--- src/rtl/gpio_port_pkg.sv ---
package gpio_port_pkg;
  localparam int REG_AW = 8;

  typedef enum logic [REG_AW-1:0] {
    OFS_DIN    = 8'h00,
    OFS_DOUT   = 8'h04,
    OFS_DIR    = 8'h08,
    OFS_EDGE   = 8'h0C,
    OFS_MASK   = 8'h10,
    OFS_STAT   = 8'h14,
    OFS_PINCTL = 8'h18
  } reg_ofs_e;
endpackage

--- src/rtl/gpio_sync.sv ---
module gpio_sync #(
  parameter int W      = 16,
  parameter int STAGES = 2
) (
  input  logic         clk,
  input  logic         rst_n,
  input  logic [W-1:0] d,
  output logic [W-1:0] q
);
  logic [W-1:0] chain [STAGES];

  generate
    for (genvar s = 0; s < STAGES; s++) begin : g_stage
      always_ff @(posedge clk or negedge rst_n) begin
        if (!rst_n) chain[s] <= '0;
        else if (s == 0) chain[s] <= d;
        else chain[s] <= chain[(s == 0) ? 0 : s-1];
      end
    end
  endgenerate

  assign q = chain[STAGES-1];
endmodule

--- src/rtl/gpio_edge_detect.sv ---
module gpio_edge_detect #(
  parameter int W = 16
) (
  input  logic         clk,
  input  logic         rst_n,
  input  logic [W-1:0] lvl,
  input  logic [W-1:0] edge_sel,
  input  logic [W-1:0] dir,
  input  logic [W-1:0] mask,
  output logic [W-1:0] evt
);
  logic [W-1:0] prev_q;

  always_ff @(posedge clk or negedge rst_n) begin
    if (!rst_n) prev_q <= '0;
    else prev_q <= lvl;
  end

  always_comb begin
    for (int i = 0; i < W; i++) begin
      evt[i] = (edge_sel[i] ? (lvl[i] & ~prev_q[i]) : (~lvl[i] & prev_q[i]))
               & dir[i] & ~mask[i];
    end
  end
endmodule

--- src/rtl/gpio_regfile.sv ---
module gpio_regfile
  import gpio_port_pkg::*;
#(
  parameter int NLINES = 16,
  parameter int DATA_W = 32
) (
  input  logic              clk,
  input  logic              rst_n,
  input  logic              req,
  input  logic              we,
  input  logic [REG_AW-1:0] addr,
  input  logic [DATA_W-1:0] wdata,
  output logic [DATA_W-1:0] rdata,
  output logic              rvalid,
  input  logic [NLINES-1:0] sync_lvl,
  input  logic [NLINES-1:0] evt,
  output logic [NLINES-1:0] dout,
  output logic [NLINES-1:0] dir,
  output logic [NLINES-1:0] edge_sel,
  output logic [NLINES-1:0] mask,
  output logic [NLINES-1:0] status
);
  localparam logic [NLINES-1:0] ALL1 = '1;

  logic [NLINES-1:0] pinctl;
  logic [NLINES-1:0] wv;
  logic              wr;
  logic [NLINES-1:0] clr;
  logic [NLINES-1:0] rd_val;

  assign wv  = wdata[NLINES-1:0];
  assign wr  = req & we;
  assign clr = (wr && addr == OFS_STAT) ? wv : '0;

  always_ff @(posedge clk or negedge rst_n) begin
    if (!rst_n) begin
      dout     <= '0;
      dir      <= ALL1;
      edge_sel <= '0;
      mask     <= ALL1;
      pinctl   <= ALL1;
    end else if (wr) begin
      case (addr)
        OFS_DOUT:   dout     <= wv;
        OFS_DIR:    dir      <= wv;
        OFS_EDGE:   edge_sel <= wv;
        OFS_MASK:   mask     <= wv;
        OFS_PINCTL: pinctl   <= wv;
        default: ;
      endcase
    end
  end

  always_ff @(posedge clk or negedge rst_n) begin
    if (!rst_n) status <= '0;
    else status <= (status & ~clr) | evt;
  end

  always_comb begin
    case (addr)
      OFS_DIN:    rd_val = sync_lvl & pinctl;
      OFS_DOUT:   rd_val = dout;
      OFS_DIR:    rd_val = dir;
      OFS_EDGE:   rd_val = edge_sel;
      OFS_MASK:   rd_val = mask;
      OFS_STAT:   rd_val = status;
      OFS_PINCTL: rd_val = pinctl;
      default:    rd_val = '0;
    endcase
  end

  always_ff @(posedge clk or negedge rst_n) begin
    if (!rst_n) begin
      rdata  <= '0;
      rvalid <= 1'b0;
    end else begin
      rvalid <= req & ~we;
      if (req && !we) begin
        rdata                <= '0;
        rdata[NLINES-1:0]    <= rd_val;
      end
    end
  end
endmodule

--- src/rtl/gpio_edge_port.sv ---
module gpio_edge_port
  import gpio_port_pkg::*;
#(
  parameter int NLINES      = 16,
  parameter int DATA_W      = 32,
  parameter int SYNC_STAGES = 2
) (
  input  logic              clk,
  input  logic              rst_n,
  input  logic              req,
  input  logic              we,
  input  logic [REG_AW-1:0] addr,
  input  logic [DATA_W-1:0] wdata,
  output logic [DATA_W-1:0] rdata,
  output logic              rvalid,
  input  logic [NLINES-1:0] pin_in,
  output logic [NLINES-1:0] pin_out,
  output logic [NLINES-1:0] pin_oe,
  output logic              irq
);
  logic [NLINES-1:0] sync_lvl;
  logic [NLINES-1:0] edge_evt;
  logic [NLINES-1:0] dout, dir, edge_sel, mask, status;

  gpio_sync #(.W(NLINES), .STAGES(SYNC_STAGES)) u_sync (
    .clk(clk), .rst_n(rst_n), .d(pin_in), .q(sync_lvl)
  );

  gpio_edge_detect #(.W(NLINES)) u_edge (
    .clk(clk), .rst_n(rst_n), .lvl(sync_lvl), .edge_sel(edge_sel),
    .dir(dir), .mask(mask), .evt(edge_evt)
  );

  gpio_regfile #(.NLINES(NLINES), .DATA_W(DATA_W)) u_regs (
    .clk(clk), .rst_n(rst_n), .req(req), .we(we), .addr(addr),
    .wdata(wdata), .rdata(rdata), .rvalid(rvalid), .sync_lvl(sync_lvl),
    .evt(edge_evt), .dout(dout), .dir(dir), .edge_sel(edge_sel),
    .mask(mask), .status(status)
  );

  assign pin_oe  = ~dir;
  assign pin_out = dout & ~dir;
  assign irq     = |status;
endmodule

--- config.mk ---
export PLATFORM = sky130hd
export DESIGN_NAME = gpio_edge_port
export DESIGN_NICKNAME = d
export VERILOG_FILES = /design/src/rtl/gpio_port_pkg.sv /design/src/rtl/gpio_sync.sv /design/src/rtl/gpio_edge_detect.sv /design/src/rtl/gpio_regfile.sv /design/src/rtl/gpio_edge_port.sv
export SDC_FILE = /design/constraint.sdc
export NUM_CORES = 1
export LEC_CHECK = 0
export ABC_AREA = 1
export BUFFER_PORTS_ARGS = -buffer_cell sky130_fd_sc_hd__buf_2
export CORE_MARGIN = 2
export CORE_UTILIZATION = 50
export DETAILED_ROUTE_END_ITERATION = 10
export GPL_ROUTABILITY_DRIVEN = 0
export GPL_TIMING_DRIVEN = 0
export PLACE_DENSITY_LB_ADDON = 0.1
export REMOVE_ABC_BUFFERS = 1
export SYNTH_ARGS = -nofsm -noshare
export SYNTH_HDL_FRONTEND = slang
export SYNTH_SLANG_ARGS = --single-unit
--- constraint.sdc ---
create_clock -name clk -period 1.3 [get_ports clk]
set_input_delay 0.26 -clock clk [delete_from_list [all_inputs] [get_ports clk]]
set_output_delay 0.26 -clock clk [all_outputs]
set_load 0.01 [all_outputs]
==> flow_summary.yaml, run 1 <==
clock_tree:
  numCtsBuffers: 17
  cts_buffer_depth: 2
  clk-insertion-delay-late_ns: 0.43
  cts.sink_count: 161
  cts.clk_slew.worst_paths_ns: 0.06
  htree_num_levels: 4
  cts-root-buf: "sky130_fd_sc_hd__clkbuf_16"
  tritoncts_clock_tree: "yes"
placed_design:
  buffer_ports.inserted: 93
  place_ws_ns: -1.54
  placedCellCount: 1103
  post_detailed_placement_half_perimeter_wirelength_microns: 10400
timing:
  worst-slew-pin-transition_ns: 0.687
  finalSetupViolCount: 33
  max-slew-margin-rel_pct: 54.1
  setup_total_negative_slack_ns: -3.59
  hold_viol: 0
  rsz0062_at_grt: "true"
  final-max-slew-violation-count: 0
  post-route-min-period_ns: 1.81
  layout_setup_ws_ns: -0.507
  post-route-period-util_pct: 139
  maxClockFrequency_ghz: 0.553
  final.setup_skew_ns: 0.00651
grt:
  grt-ovfl-total: 0
  global_route_wire_length_before_repair_microns: 34300
  grt_start_max_net_pins: 105
  grt_antenna_before_repair: 0
  first_global_vias: 6173
  grtUsageTotal_pct: 28.3
yosys:
  synth.avg_cell_area_sq_um: 8.61
  synth_area_leaders: "sky130_fd_sc_hd__dfrtp_1 38%, sky130_fd_sc_hd__dfstp_2 17%, sky130_fd_sc_hd__nand2_1 12%, sky130_fd_sc_hd__nand3_1 6.5%, sky130_fd_sc_hd__o21ai_1 5.2%"
  yosys_register_bits: 161
  fraction_of_registers_with_async_set_reset_pct: 100
  synth.top_cell.area_share_pct: 38.1
  yosysWarningCount: 0
  synth_edf_count: 0
  synth_area_sq_mm: 0.00743
  synth_commonest_cells: "228 x sky130_fd_sc_hd__nand2_1, 113 x sky130_fd_sc_hd__dfrtp_1, 96 x sky130_fd_sc_hd__nand3_1, 83 x sky130_fd_sc_hd__inv_1, 77 x sky130_fd_sc_hd__o21ai_1"
  post-synth-top-area-cell: "sky130_fd_sc_hd__dfrtp_1"
  post_synth_inst_count: 863
  primary_ff_master_synth: "sky130_fd_sc_hd__dfrtp_1"
  post_synth_num_cell_types: 26
  synth.most_common_cell: "sky130_fd_sc_hd__nand2_1"
  seq_area_frac_synth_pct: 55.0
drt:
  detail_route.first_pass.iterations: 5
  routed-via-count: 6668
  antenna_left: 0
  drcViolationCount: 0
  first_iter_violations: 701
  post_drt_via_cell_ratio: 5.50
  routed_wl_microns: 22500
  wire_per_inst_microns: 18.6
critical_path:
  crit_start: "u_regs.status[14]$_DFF_PN0_"
  worstReg2RegEnd: "u_regs.rdata[3]$_DFFE_PN0P_"
  worst_setup_path_start_kind: "flop"
  slack_of_the_worst_reg_to_reg_path_ns: 0.13
  critPathRequiredTime_ns: 1.04
  rr_startpoint: "u_regs.dir[3]$_DFFE_PN1P_"
  worstRegToRegCells: 7
  critical_path_capture_point_type: "output port"
  critical_path_class: "reg -> out"
  crit_arrival_ns: 1.55
  setup.worst_path.end: "irq"
  critPathMaxFanout: 3
floorplanning:
  dieWidth_microns: 126
  floorplan.initialDensity_pct: 51.1
  design.die.area_sq_mm: 0.0159
  rows: 44
  dieHeight_microns: 126
  core_area_sq_mm: 0.0145
  ports_placed_on_the_boundary: 126
outcome:
  violations: "setup timing"
  run_status: "complete, but fails checks"
cells_and_area:
  area_growth_syn_to_layout_pct: 27.7
  fin_cells: 1212
  antenna_cells: 0
  layout.filler_cells: 1268
  drive_above_1_share_pct: 28.3
  fin_nets: 1075
power:
  ir_drop_mv: 1.53
  p_leak_nw: 4.46
  power_density_mw_per_mm2: 1230
run:
  max_cap_violations: 0
worst_hold_path:
  hold_class: "in -> reg"
-- worst min path at each step --
| stage | to | cells past startpoint | start |
|---|---|---|---|
| 2_1_floorplan | u_edge.prev_q[0]$_DFF_PN0_ | 0 | rst_n |
| 3_3_place_gp | u_sync.q[5]$_DFF_PN0_ | 0 | u_sync.chain[21]$_DFF_PN0_ |
| 3_5_place_dp | u_regs.rdata[11]$_DFFE_PN0P_ | 1 | rst_n |
| 4_1_cts | u_regs.edge_sel[0]$_DFFE_PN0P_ | 3 | wdata[0] |
| 5_1_grt | u_regs.edge_sel[4]$_DFFE_PN0P_ | 3 | wdata[4] |
| 6_report | u_regs.edge_sel[4]$_DFFE_PN0P_ | 3 | wdata[4] |
-- metal layers --
metal  track usage, %  vias to the layer above  part of all wire, %
met4             9.57                        0                  3.4
met3             8.28                       62                   11
met1             39.6                     3193                   41
met5                0                        -                    0
li1                 -                     3073                    -
met2             42.5                      340                   45
-- repair_timing --
item | 4_1_cts | 5_1_grt
hold buffers | 17 | 0
endpoints found under the hold margin | 62 | 0
endpoints found under the setup margin | 145 | 182
pin swaps | 32 | 9
setup buffers | 37 | 11
cloned | 11 | 3
resized for setup | 26 | 35
-- stage by stage --
stage | util (%) | area [sq um] | hold slack, ns | power (W)
2_1_floorplan | - | 7130 | -0.0356 | 0.00571
3_5_place_dp | 54.1 | 7870 | 0.211 | 0.00606
3_3_place_gp | 53.9 | 7830 | 0.332 | 0.00604
6_report | 65.3 | 9490 | 0.0552 | 0.0117
5_1_grt | 65.3 | 9490 | 0.0665 | 0.0121
4_1_cts | 63.5 | 9230 | 0.0506 | 0.0117
-- registers in the layout (all words and copies together), names as in the netlist --
signal and flops:
u_regs.pinctl 16, u_regs.mask 16, u_regs.rvalid 1, u_regs.rdata 16, u_regs.status 16, u_sync.chain 16
u_regs.dir 16, u_edge.prev_q 16, u_regs.dout 16, u_regs.edge_sel 16, u_sync.q 16
-- placed cells by master, fill, tap and decap left out, types with 2 or more instances in the layout --
| cell | count |
|---|---|
| sky130_fd_sc_hd__buf_12 | 5 |
| sky130_fd_sc_hd__clkbuf_1 | 2 |
| sky130_fd_sc_hd__nand3_1 | 95 |
| sky130_fd_sc_hd__nor2_1 | 49 |
| sky130_fd_sc_hd__conb_1 | 16 |
| sky130_fd_sc_hd__nor4_1 | 2 |
| sky130_fd_sc_hd__a21oi_1 | 16 |
| sky130_fd_sc_hd__nand3_4 | 9 |
| sky130_fd_sc_hd__inv_2 | 14 |
| sky130_fd_sc_hd__o21ai_1 | 79 |
| sky130_fd_sc_hd__nor2_8 | 4 |
| sky130_fd_sc_hd__nand2_4 | 2 |
| sky130_fd_sc_hd__inv_1 | 74 |
| sky130_fd_sc_hd__dlygate4sd3_1 | 17 |
| sky130_fd_sc_hd__o31ai_1 | 16 |
| sky130_fd_sc_hd__nand2_1 | 225 |
| sky130_fd_sc_hd__nor2_2 | 15 |
| sky130_fd_sc_hd__buf_2 | 81 |
| sky130_fd_sc_hd__o21ai_0 | 33 |
| sky130_fd_sc_hd__dfstp_2 | 48 |
| sky130_fd_sc_hd__clkbuf_8 | 2 |
| sky130_fd_sc_hd__dfrtp_1 | 112 |
| sky130_fd_sc_hd__nor4_4 | 2 |
| sky130_fd_sc_hd__nand2_8 | 3 |
| sky130_fd_sc_hd__clkinv_2 | 4 |
| sky130_fd_sc_hd__buf_4 | 40 |
| sky130_fd_sc_hd__nand2_2 | 5 |
| sky130_fd_sc_hd__clkbuf_16 | 18 |
| sky130_fd_sc_hd__clkinv_4 | 2 |
| sky130_fd_sc_hd__nor2_4 | 13 |
| sky130_fd_sc_hd__buf_6 | 12 |
| sky130_fd_sc_hd__bufinv_16 | 5 |
| sky130_fd_sc_hd__clkinvlp_4 | 2 |
-- cell families after synthesis --
kind of cell / Yosys count / share of synthesized area, %
compound gates: 144 / 10.2
buf+inv: 144 / 9.36
flops: 161 / 55.0
other cells: 1 / 0.0505
simple gates: 413 / 25.3
-- where the power goes --
part           internal, W  switching, W
clock              0.00350       0.00199
sequential         0.00522      0.000121
combinational     0.000297      0.000566
total              0.00902       0.00267
-- worst max-delay path: stages, from the launching register on --
cell and delay (ns):
sky130_fd_sc_hd__dfrtp_1 0.43, sky130_fd_sc_hd__nor4_4 0.35, sky130_fd_sc_hd__nand4_1 0.17, sky130_fd_sc_hd__buf_2 0.18
-- layout make-up --
class	count	area, sq um	share of cell area (%)
multi-input combinational	586	2990	31.5
clock buffer	21	460	4.85
inverter	91	353	3.72
sequential	161	4090	43.1
tap	184	230	2.43
clock inverter	11	186	1.97
timing repair buffer	158	1180	12.4
Power figures use the tool's default switching activity.
==> run 2, diff against run 1 <==
==> constraint.sdc (replaced) <==
create_clock -name clk -period 1.3 [get_ports clk]
set_input_delay 0.26 -clock clk [delete_from_list [all_inputs] [get_ports clk]]
set_output_delay 0.26 -clock clk [all_outputs]
set_load 0.005 [all_outputs]
==> run 2 against run 1 <==
The flow still finishes with violations (setup timing). Die area unchanged. Cell count grew 0.41%. First-iteration DRC count rose by 10%. Highest routed layer unchanged. Hold slack better by 0.0026 ns. Critical path depth unchanged. Final area up 0.12%. Setup slack gained 0.0053 ns. Clock power hardly changed. Clock skew fell by 0.00071 ns. Routed wire length increased by 0.77%. Utilization up 0.078 points.
==> flow_summary.yaml, run 2 (synthesis results as in run 1) <==
timing:
  final.setup_skew_ns: 0.00580
  post-route-min-period_ns: 1.80
  setup_total_negative_slack_ns: -3.16
  post-route-period-util_pct: 139
  rsz0062_at_grt: "true"
  maxClockFrequency_ghz: 0.555
  final-max-slew-violation-count: 0
  layout_setup_ws_ns: -0.502
  max-slew-margin-rel_pct: 51.2
  worst-slew-pin-transition_ns: 0.730
  hold_viol: 0
  finalSetupViolCount: 33
placed_design:
  buffer_ports.inserted: 93
  place_ws_ns: -1.54
  post_detailed_placement_half_perimeter_wirelength_microns: 10400
  detailed_place.area_sq_mm: 0.00787
  placedCellCount: 1103
critical_path:
  critical_path.n_buffers_inverters: 1
  critPathMaxFanout: 3
  crit_cells: 3
  rr_startpoint: "u_regs.dir[4]$_DFFE_PN1P_"
  crit_start: "u_regs.status[14]$_DFF_PN0_"
  worstReg2RegEnd: "u_regs.rdata[4]$_DFFE_PN0P_"
  setup.worst_path.end: "irq"
  critPathMaxStageDelay_ns: 0.43
  worst_path_dominant_cell_family: "simple AND/OR/NAND/NOR gates"
  critPathRequiredTime_ns: 1.04
  worst_path_max_delay_cell: "sky130_fd_sc_hd__dfrtp_1"
  worstRegToRegCells: 8
  crit_arrival_ns: 1.54
  worstPathCellList: "nor4_4 > nand4_1 > buf_2"
  slack_of_the_worst_reg_to_reg_path_ns: 0.07
  worst_setup_path_start_kind: "flop"
  critical_path_class: "reg -> out"
  critical_path_capture_point_type: "output port"
floorplanning:
  core_area_sq_mm: 0.0145
  rows: 44
  dieWidth_microns: 126
  design.die.area_sq_mm: 0.0159
  dieHeight_microns: 126
  ports_placed_on_the_boundary: 126
  floorplan.initialDensity_pct: 51.1
grt:
  grt_antenna_before_repair: 0
  first_global_vias: 6073
  grt-ovfl-total: 0
  global_route_wire_length_before_repair_microns: 33800
  grtUsageTotal_pct: 27.9
  grt_start_max_net_pins: 105
power:
  ir_drop_mv: 1.51
  fin_total_pwr_w: 0.0117
  p_leak_nw: 4.48
  power_density_mw_per_mm2: 1230
drt:
  routed-via-count: 6714
  first_iter_violations: 774
  antenna_left: 0
  post_drt_via_cell_ratio: 5.52
  drcViolationCount: 0
  routed_wl_microns: 22700
  detail_route.first_pass.iterations: 5
  wire_per_inst_microns: 18.7
cells_and_area:
  area_growth_syn_to_layout_pct: 27.8
  layout_common_cells: "225 x sky130_fd_sc_hd__nand2_1, 112 x sky130_fd_sc_hd__dfrtp_1, 95 x sky130_fd_sc_hd__nand3_1, 86 x sky130_fd_sc_hd__buf_2, 77 x sky130_fd_sc_hd__o21ai_1"
  drive_above_1_share_pct: 28.6
  fin_cells: 1217
  fin_nets: 1080
  antenna_cells: 0
  design_area_sq_mm: 0.00950
  final_common_cell: "sky130_fd_sc_hd__nand2_1"
worst_hold_path:
  hold_start: "wdata[4]"
  hold_class: "in -> reg"
clock_tree:
  cts-root-buf: "sky130_fd_sc_hd__clkbuf_16"
  htree_num_levels: 4
  cts.clk_slew.worst_paths_ns: 0.06
  clk-insertion-delay-late_ns: 0.43
  cts_buffer_depth: 2
  numCtsBuffers: 17
  tritoncts_clock_tree: "yes"
  cts.sink_count: 161
outcome:
  run_status: "complete, but fails checks"
  violations: "setup timing"
run:
  max_cap_violations: 0
## run 2: cell count changes in the layout (fill, tap and decap cells not counted), sizes merged
| cell | delta |
|---|---|
| clkinv | -1 |
| inv | +1 |
| buf | +5 |
## run 2: what timing repair did
action                                 4_1_cts  5_1_grt
cloned                                      10        4
endpoints found under the hold margin       62        0
pin swaps                                   36       14
buffers inserted                            37       15
setup endpoints to repair                  145      209
hold buffers                                17        0
gates resized for setup                     22       28
## run 2: metrics by stage
step,hold WS (ns),util (%)
CTS,0.0506,63.3
detailed placement,0.211,54.1
global route,0.0665,65.3
floorplan,-0.0356,-
finish,0.0578,65.3
global placement,0.332,53.9
## run 2: area by class of cell
type	instances	area [sq um]
clock buffers	21	460
clock inverters	11	186
repair buffers	163	1200
flip-flops and latches	161	4090
well taps	184	230
fillers	1258	5040
multi-input cells	586	2980
inverters	91	350
## run 2: where the power goes
part,switching [W],total (W),internal (W)
logic,0.000543,0.000836,0.000293
registers,0.000122,0.00534,0.00522
clock network,0.00199,0.00549,0.00350
total,0.00265,0.0117,0.00901
## run 2: worst min path at each step
stage / to / depth (start not counted) / slack [ns]
6_report: u_regs.edge_sel[4]$_DFFE_PN0P_ / 3 / 0.06
5_1_grt: u_regs.edge_sel[4]$_DFFE_PN0P_ / 3 / 0.07
4_1_cts: u_regs.edge_sel[0]$_DFFE_PN0P_ / 3 / 0.05
3_5_place_dp: u_regs.rdata[11]$_DFFE_PN0P_ / 1 / 0.21
3_3_place_gp: u_sync.q[5]$_DFF_PN0_ / 0 / 0.33
2_1_floorplan: u_edge.prev_q[0]$_DFF_PN0_ / 0 / -0.04
## run 2: per-layer routing
| layer | global-route usage (%) | vias up | wire (microns) |
|---|---|---|---|
| li1 | - | 3076 | - |
| met1 | 40.1 | 3227 | 9520 |
| met2 | 42.3 | 360 | 10400 |
| met3 | 6.88 | 51 | 2230 |
| met4 | 8.14 | 0 | 554 |
| met5 | 0 | - | 0 |
## run 2: worst min-delay path, stage by stage
cell                      delay, ns
sky130_fd_sc_hd__buf_2         0.09
sky130_fd_sc_hd__nand2_1       0.04
sky130_fd_sc_hd__o21ai_0       0.05
